--- src/rtl/pds_pkg.sv ---
package pds_pkg;
  localparam int unsigned WAKE_CYC_DEF = 2;
  localparam int unsigned GUARD_DEF    = 3;
endpackage

--- src/rtl/pds_sync.sv ---
module pds_sync (
  input  logic clk_i,
  input  logic rst_ni,
  input  logic d_i,
  output logic s1_o,
  output logic s2_o
);
  always_ff @(posedge clk_i or negedge rst_ni) begin
    if (!rst_ni) begin
      s1_o <= 1'b0;
      s2_o <= 1'b0;
    end else begin
      s1_o <= d_i;
      s2_o <= s1_o;
    end
  end
endmodule

--- src/rtl/pds_wake.sv ---
module pds_wake #(
  parameter int unsigned WAKE_CYC = pds_pkg::WAKE_CYC_DEF
) (
  input  logic clk_i,
  input  logic rst_ni,
  input  logic en_i,
  input  logic blk_i,
  output logic rdy_o
);
  localparam int unsigned CW = $clog2(WAKE_CYC + 1);
  localparam logic [CW-1:0] FULL = CW'(WAKE_CYC);

  logic [CW-1:0] cnt_q;

  always_ff @(posedge clk_i or negedge rst_ni) begin
    if (!rst_ni)              cnt_q <= '0;
    else if (!en_i || blk_i)  cnt_q <= '0;
    else if (cnt_q != FULL)   cnt_q <= cnt_q + 1'b1;
  end

  assign rdy_o = (cnt_q == FULL);
endmodule

--- src/rtl/pds_guard.sv ---
module pds_guard #(
  parameter int unsigned GUARD = pds_pkg::GUARD_DEF
) (
  input  logic clk_i,
  input  logic rst_ni,
  input  logic en_i,
  input  logic wr_i,
  input  logic blk_i,
  input  logic rise_i,
  input  logic fall_i,
  output logic viol_o
);
  localparam int unsigned GW = $clog2(GUARD + 1);

  // hist[0] = enable at previous edge; detection lags first sample by one edge
  logic [GUARD:0]  hist_q;
  logic [GW-1:0]   ex_cnt_q;
  logic            wake_q;
  logic            viol_q;
  logic            entry_v, exit_v, wfirst_v;

  assign entry_v  = rise_i & (|hist_q[GUARD:1]);
  assign exit_v   = (fall_i | (ex_cnt_q != '0)) & en_i;
  assign wfirst_v = wake_q & en_i & ~blk_i & wr_i;

  always_ff @(posedge clk_i or negedge rst_ni) begin
    if (!rst_ni) begin
      hist_q   <= '0;
      ex_cnt_q <= '0;
      wake_q   <= 1'b0;
      viol_q   <= 1'b0;
    end else begin
      hist_q <= {hist_q[GUARD-1:0], en_i};
      if (fall_i)                ex_cnt_q <= GW'(GUARD - 1);
      else if (ex_cnt_q != '0)   ex_cnt_q <= ex_cnt_q - 1'b1;
      if (rise_i)                wake_q <= 1'b0;
      else if (fall_i)           wake_q <= 1'b1;
      else if (en_i && !blk_i)   wake_q <= 1'b0;
      viol_q <= entry_v | exit_v | wfirst_v;
    end
  end

  assign viol_o = viol_q;
endmodule

--- src/rtl/pds_port_ctrl.sv ---
module pds_port_ctrl #(
  parameter int unsigned WAKE_CYC = pds_pkg::WAKE_CYC_DEF,
  parameter int unsigned GUARD    = pds_pkg::GUARD_DEF
) (
  input  logic clk_i,
  input  logic rst_ni,
  input  logic ce_n_i,
  input  logic ce_i,
  input  logic we_n_i,
  input  logic sleep_i,
  output logic sel_o,
  output logic drv_en_o,
  output logic viol_o
);
  logic en_w, s1, s2, blk_s, rise_s, fall_s, rdy;

  assign en_w   = ~ce_n_i & ce_i;
  assign blk_s  = s1 | s2;
  assign rise_s = s1 & ~s2;
  assign fall_s = ~s1 & s2;

  pds_sync u_sync (
    .clk_i (clk_i), .rst_ni(rst_ni), .d_i(sleep_i), .s1_o(s1), .s2_o(s2)
  );

  pds_wake #(.WAKE_CYC(WAKE_CYC)) u_wake (
    .clk_i(clk_i), .rst_ni(rst_ni), .en_i(en_w), .blk_i(blk_s), .rdy_o(rdy)
  );

  pds_guard #(.GUARD(GUARD)) u_guard (
    .clk_i (clk_i), .rst_ni(rst_ni), .en_i(en_w), .wr_i(~we_n_i),
    .blk_i (blk_s), .rise_i(rise_s), .fall_i(fall_s), .viol_o(viol_o)
  );

  // raw sleep_i gates outputs asynchronously
  assign sel_o    = en_w & ~sleep_i & ~blk_s;
  assign drv_en_o = rdy  & ~sleep_i & ~blk_s;
endmodule


--- config.mk ---
export PLATFORM = sky130hd
export DESIGN_NAME = pds_port_ctrl
export DESIGN_NICKNAME = d
export VERILOG_FILES = /design/src/rtl/pds_pkg.sv /design/src/rtl/pds_sync.sv /design/src/rtl/pds_wake.sv /design/src/rtl/pds_guard.sv /design/src/rtl/pds_port_ctrl.sv
export SDC_FILE = /design/constraint.sdc
export NUM_CORES = 1
export LEC_CHECK = 0
export ABC_AREA = 1
export BUFFER_PORTS_ARGS = -buffer_cell sky130_fd_sc_hd__buf_2
export CAP_MARGIN = 5
export CELL_PAD_IN_SITES_DETAIL_PLACEMENT = 0
export CELL_PAD_IN_SITES_GLOBAL_PLACEMENT = 1
export CORE_AREA = 2 2 39 41
export DETAILED_ROUTE_END_ITERATION = 8
export DIE_AREA = 0 0 41 43
export PLACE_DENSITY = 0.77
export SYNTH_ARGS = -nofsm -noshare
export SYNTH_HDL_FRONTEND = slang
export SYNTH_HIERARCHICAL = 1
export SYNTH_SLANG_ARGS = --single-unit
--- constraint.sdc ---
create_clock -name clk_i -period 1.65 [get_ports clk_i]
set_input_delay 0.0825 -clock clk_i [delete_from_list [all_inputs] [get_ports clk_i]]
set_output_delay 0.0825 -clock clk_i [all_outputs]
set_load 0.01 [all_outputs]
* Yosys cells after proc, flatten, opt, wreduce, memory -nomap -nowiden
Cells that the tools add are included.
Word-level totals: flip-flop bits (word level) 12, input port bits 6, logic and storage cells 49
Cells by class: add/subtract/negate cells 2, equality and inequality tests 2, mux-type cells 7, bitwise gates (word level) 22, reduce and logical (&&, ||, !) cells 9
Operators by type and width (number):
- $and 1x1->1 | 12
- $mux 2 | 4
- $not 1->1 | 6
- $reduce_bool 2->1 | 3
- $or 1x1->1 | 4
- $mux 1 | 3
- $reduce_bool 3->1 | 1
- $reduce_or 3->1 | 1
- $add 2x1->2 const B | 1
- $eq 2x2->1 const B | 1
- $logic_not 1->1 | 2
- $ne 2x2->1 const B | 1
- $sub 2x1->2 const B | 1
- $logic_and 1x1->1 | 1
- $logic_or 1x1->1 | 1

* Logic depth before layout (Yosys ltp)
depth after elaboration 6, depth in mapped cells 6, depth with buffers taken out 6

* By module
The synthesis kept the hierarchy.
By module, submodules not included:
- pds_guard | instances 1, cells an instance 29, area each 297.8 um^2
- pds_wake | instances 1, cells an instance 14, area each 113.9 um^2
- pds_port_ctrl | instances 1, cells an instance 14, area each 66.3 um^2
- pds_sync | instances 1, cells an instance 2, area each 50.0 um^2

* Least setup slack after synthesis
OpenSTA, ideal clock, no wires.
path type reg2reg, start point reg u_guard.ex_cnt_q[0], end point reg u_guard.viol_q, in the netlist u_guard/viol_o, data arrival time 0.787 ns, required time 1.525 ns, path slack 0.737 ns, stages on the path, launching flop included 6, path buffers 0, clock period less this slack 0.913 ns, path through dfrtp_1 > inv_1 > ha_1 > inv_2 > o21ai_1 > nand3_1
Between the ends: word-level cells in the longest chain between the ends 5
RTL lines:
- start, declared | line pds_guard.sv:17 | logic [GW-1:0] ex_cnt_q;
- start signal, assigned | line pds_guard.sv:34 | if (fall_i) ex_cnt_q <= GW'(GUARD - 1);
- start signal, assigned | line pds_guard.sv:35 | else if (ex_cnt_q != '0) ex_cnt_q <= ex_cnt_q - 1'b1;
- $reduce_bool 2->1 | line pds_guard.sv:23 | assign exit_v = (fall_i | (ex_cnt_q != '0)) & en_i;
- $or 1x1->1 | line pds_guard.sv:23
- $and 1x1->1 | line pds_guard.sv:23
- $or 1x1->1 (2 in a row) | line pds_guard.sv:39 | viol_q <= entry_v | exit_v | wfirst_v;
- end signal, assigned | line pds_guard.sv:39
- end, declared | line pds_guard.sv:19 | logic viol_q;
Every way passes these cells. A chain may end at the register's enable or synchronous reset.

* Worst setup path after layout
start point reg u_wake.cnt_q[0], end point out drv_en_o
Between the ends: word-level cells in the longest chain between the ends 3
RTL lines:
- start, declared | line pds_wake.sv:13 | logic [CW-1:0] cnt_q;
- start signal, assigned | line pds_wake.sv:18 | else if (cnt_q != FULL) cnt_q <= cnt_q + 1'b1;
- $eq 2x2->1 | line pds_wake.sv:21 | assign rdy_o = (cnt_q == FULL);
- via rdy | line pds_port_ctrl.sv:15 | logic en_w, s1, s2, blk_s, rise_s, fall_s, rdy;
- $and 1x1->1 (2 in a row) | line pds_port_ctrl.sv:37 | assign drv_en_o = rdy & ~sleep_i & ~blk_s;
- end, declared | line pds_port_ctrl.sv:12 | output logic drv_en_o,
The timed path passes the listed nets, and every way through them passes these cells.

==> results.yml <==
synthesis:
  ys.warnings.count: 6
  synthFlopType: "dfrtp_1"
  synthesis.area_um2: 528
  synth-edff-count: 0
  syn_area_per_cell_um2: 8.95
  synth_cells: 59
  synth_top_cells_by_count: "12 x dfrtp_1, 12 x nand2_1, 11 x inv_1"
  syn_nets: 67
  synthTopCellsByArea: "dfrtp_1 57%, nand2_1 8.5%, inv_1 7.8%, ha_1 4.7%, inv_2 3.6%"
  synth_cell_type_count: 13
  synth_seq_area_share_pct: 56.9
  synthDominantCellAreaShare_pct: 56.9
  synth-seq-cells: 12
  async_flop_share_pct: 100
  synth_largest_area_cell: "dfrtp_1"
place:
  numPortBuffers: 8
  dpl.hpwl_um: 614
  gp_congestion: 0.629
timing:
  setup_viol: 0
  rsz0062_at_grt: "false"
  setup_tns_ns: 0
  holdWs_ns: 0.0423
  slew_headroom_pct: 79.3
  skew_ns: 0.00255
  hold_viol: 0
  fmax_ghz: 0.779
  tightest_slew_ns: 0.309
  fin_crit_sh_pct: 77.8
  min_period_ns: 1.28
  slew_violations: 0
global_routing:
  grt_use_total_pct: 12.4
  grt_pass1_vias: 379
  grt_overflow: 0
  grt_max_degree: 13
  grt_pass1_wl_um: 1400
  antenna_found_initial: 0
setup_path:
  r2r-start: "u_guard/ex_cnt_q[0]$_DFFE_PN0P_"
  r2r_end: "u_guard/viol_o$_DFF_PN0_"
  reg2reg_slack_ns: 0.67
  crit_buf_inv: 2
  max_stage_delay_ns: 0.39
  cp_cell_sequence: "inv_2 > ha_1 > nand2_1 > nor2_2 > buf_2"
  cp-start-kind: "flop"
  worstPathRequired_ns: 1.57
  crit_fanout: 4
  critPathSlowestCell: "dfrtp_1"
  criticalPathCategory: "flop to output pin"
  critPathTopFamily: "flip-flops"
  worst_r2r_path_depth: 5
  endpoint_kind: "output pin"
  cp.arrival_ns: 1.20
clock_network:
  cts_tree: "yes"
  htreeDepth: 1
  insertion_delay_ns: 0.27
  post_cts_resize_count: 0
  cts_max_path_buffers: 2
  path_clk_slew_ns: 0.07
  cts_root_buffer: "clkbuf_4"
  cts_buffers: 3
  cts_sinks: 12
routing:
  vias: 389
  firstDrtPassIters: 1
  ant_nets: 0
  vias_per_cell: 4.37
  routed_wl_um: 780
  post_drt_wl_per_cell_um: 8.76
  drt_iter0_markers: 0
  drcViolationCount: 0
floorplanning:
  start_util_pct: 38.2
  dieArea_um2: 1760
  rows: 14
  die_w_um: 41
  die_height_um: 43
  core_um2: 1380
  io_pins: 9
flow_run:
  cap_viol_max_count: 0
cells_and_area:
  final_nets: 82
  antenna_cells: 0
  area_growth_pct: 22.0
  drive_above_1_share_pct: 30.1
pwr:
  p_per_area_nw_per_um2: 1120
  leakagePower_uw: 0.000361
  ir_worst_vdd_uv: 471
worst_hold_path:
  min_to: "u_guard/hist_q[0]$_DFF_PN0_"
  hp-start: "ce_n_i"
  worst_hold_path_type: "primary input to flop"
  hold_depth: 2
outcome:
  status: "finished, final reports clean"
cell usage in the layout (no fill, tap or decap), types with 3 or more instances in the layout:
cell type	count
nand2_1	12
dfrtp_1	12
inv_1	11
buf_2	8
inv_2	5
nor2_1	4
clkbuf_4	3
o21ai_1	3
registers in the layout (all words and copies together) (netlist names):
name and count:
u_sync/s1_o 1, u_guard/wake_q 1, u_guard/ex_cnt_q 2, u_guard/hist_q 4, u_guard/viol_o 1, u_wake/cnt_q 2, u_sync/s2_o 1
where the power goes:
part	switching (uW)	internal, uW
logic	78.6	57.0
clock network	96.6	134
registers	20.3	333
final cells by class:
type	instances	area, um^2
Clock buffer	4	36.3
Timing Repair Buffer	10	60.1
Sequential cell	12	300
Multi-Input combinational cell	31	168
Inverter	16	60.1
Fill cell	144	739
Tap cell	16	20.0
cells by family after synthesis:
group / Yosys count / share of synthesized area (%)
simple gates: 22 / 19.0
buf+inv: 16 / 11.4
flops: 12 / 56.9
compound gates: 7 / 8.06
fa+ha+maj: 2 / 4.74
worst reg2reg max path, cell delays in order (launching register included):
cell     delay (ns)
dfrtp_1        0.40
inv_1          0.07
ha_1           0.15
inv_2          0.06
o21ai_1        0.11
nand3_1        0.08
worst max path at each step:
stage / from / end / depth (start not counted)
after floorplan: u_guard/ex_cnt_q[0]$_DFFE_PN0P_ / u_guard/viol_o$_DFF_PN0_ / 5
after global placement: u_wake/cnt_q[0]$_DFFE_PN0P_ / drv_en_o / 5
after detailed placement: u_wake/cnt_q[0]$_DFFE_PN0P_ / drv_en_o / 5
after CTS: u_wake/cnt_q[0]$_DFFE_PN0P_ / drv_en_o / 5
after global routing: u_wake/cnt_q[0]$_DFFE_PN0P_ / drv_en_o / 5
final: u_wake/cnt_q[0]$_DFFE_PN0P_ / drv_en_o / 5
per-layer routing:
| metal | share of wire [%] | global-route usage [%] | vias to the layer above |
|---|---|---|---|
| met4 | 0.64 | 10.0 | 0 |
| met5 | 0 | 0 | - |
| met2 | 48 | 17.8 | 8 |
| met1 | 46 | 14.7 | 173 |
| li1 | - | - | 206 |
| met3 | 4.9 | 3.14 | 2 |
metrics by stage:
step | instances | util [%] | power, uW | instance area (um^2) | setup WS [ns]
6_report | 89 | 46.6 | 720 | 644 | 0.367
5_1_grt | 89 | 46.6 | 784 | 644 | 0.295
4_1_cts | 89 | 46.6 | 737 | 644 | 0.340
3_5_place_dp | 83 | 42.5 | 497 | 588 | 0.661
3_3_place_gp | 83 | 42.5 | 491 | 588 | 0.669
2_1_floorplan | 59 | - | 459 | 528 | 0.737
timing repair:
item                       in CTS  in global routing
setup endpoints to repair       0                  0
setup buffers                   0                  0
hold endpoints to repair       13                  0
hold buffers                    2                  0
Power figures use the tool's default switching activity.
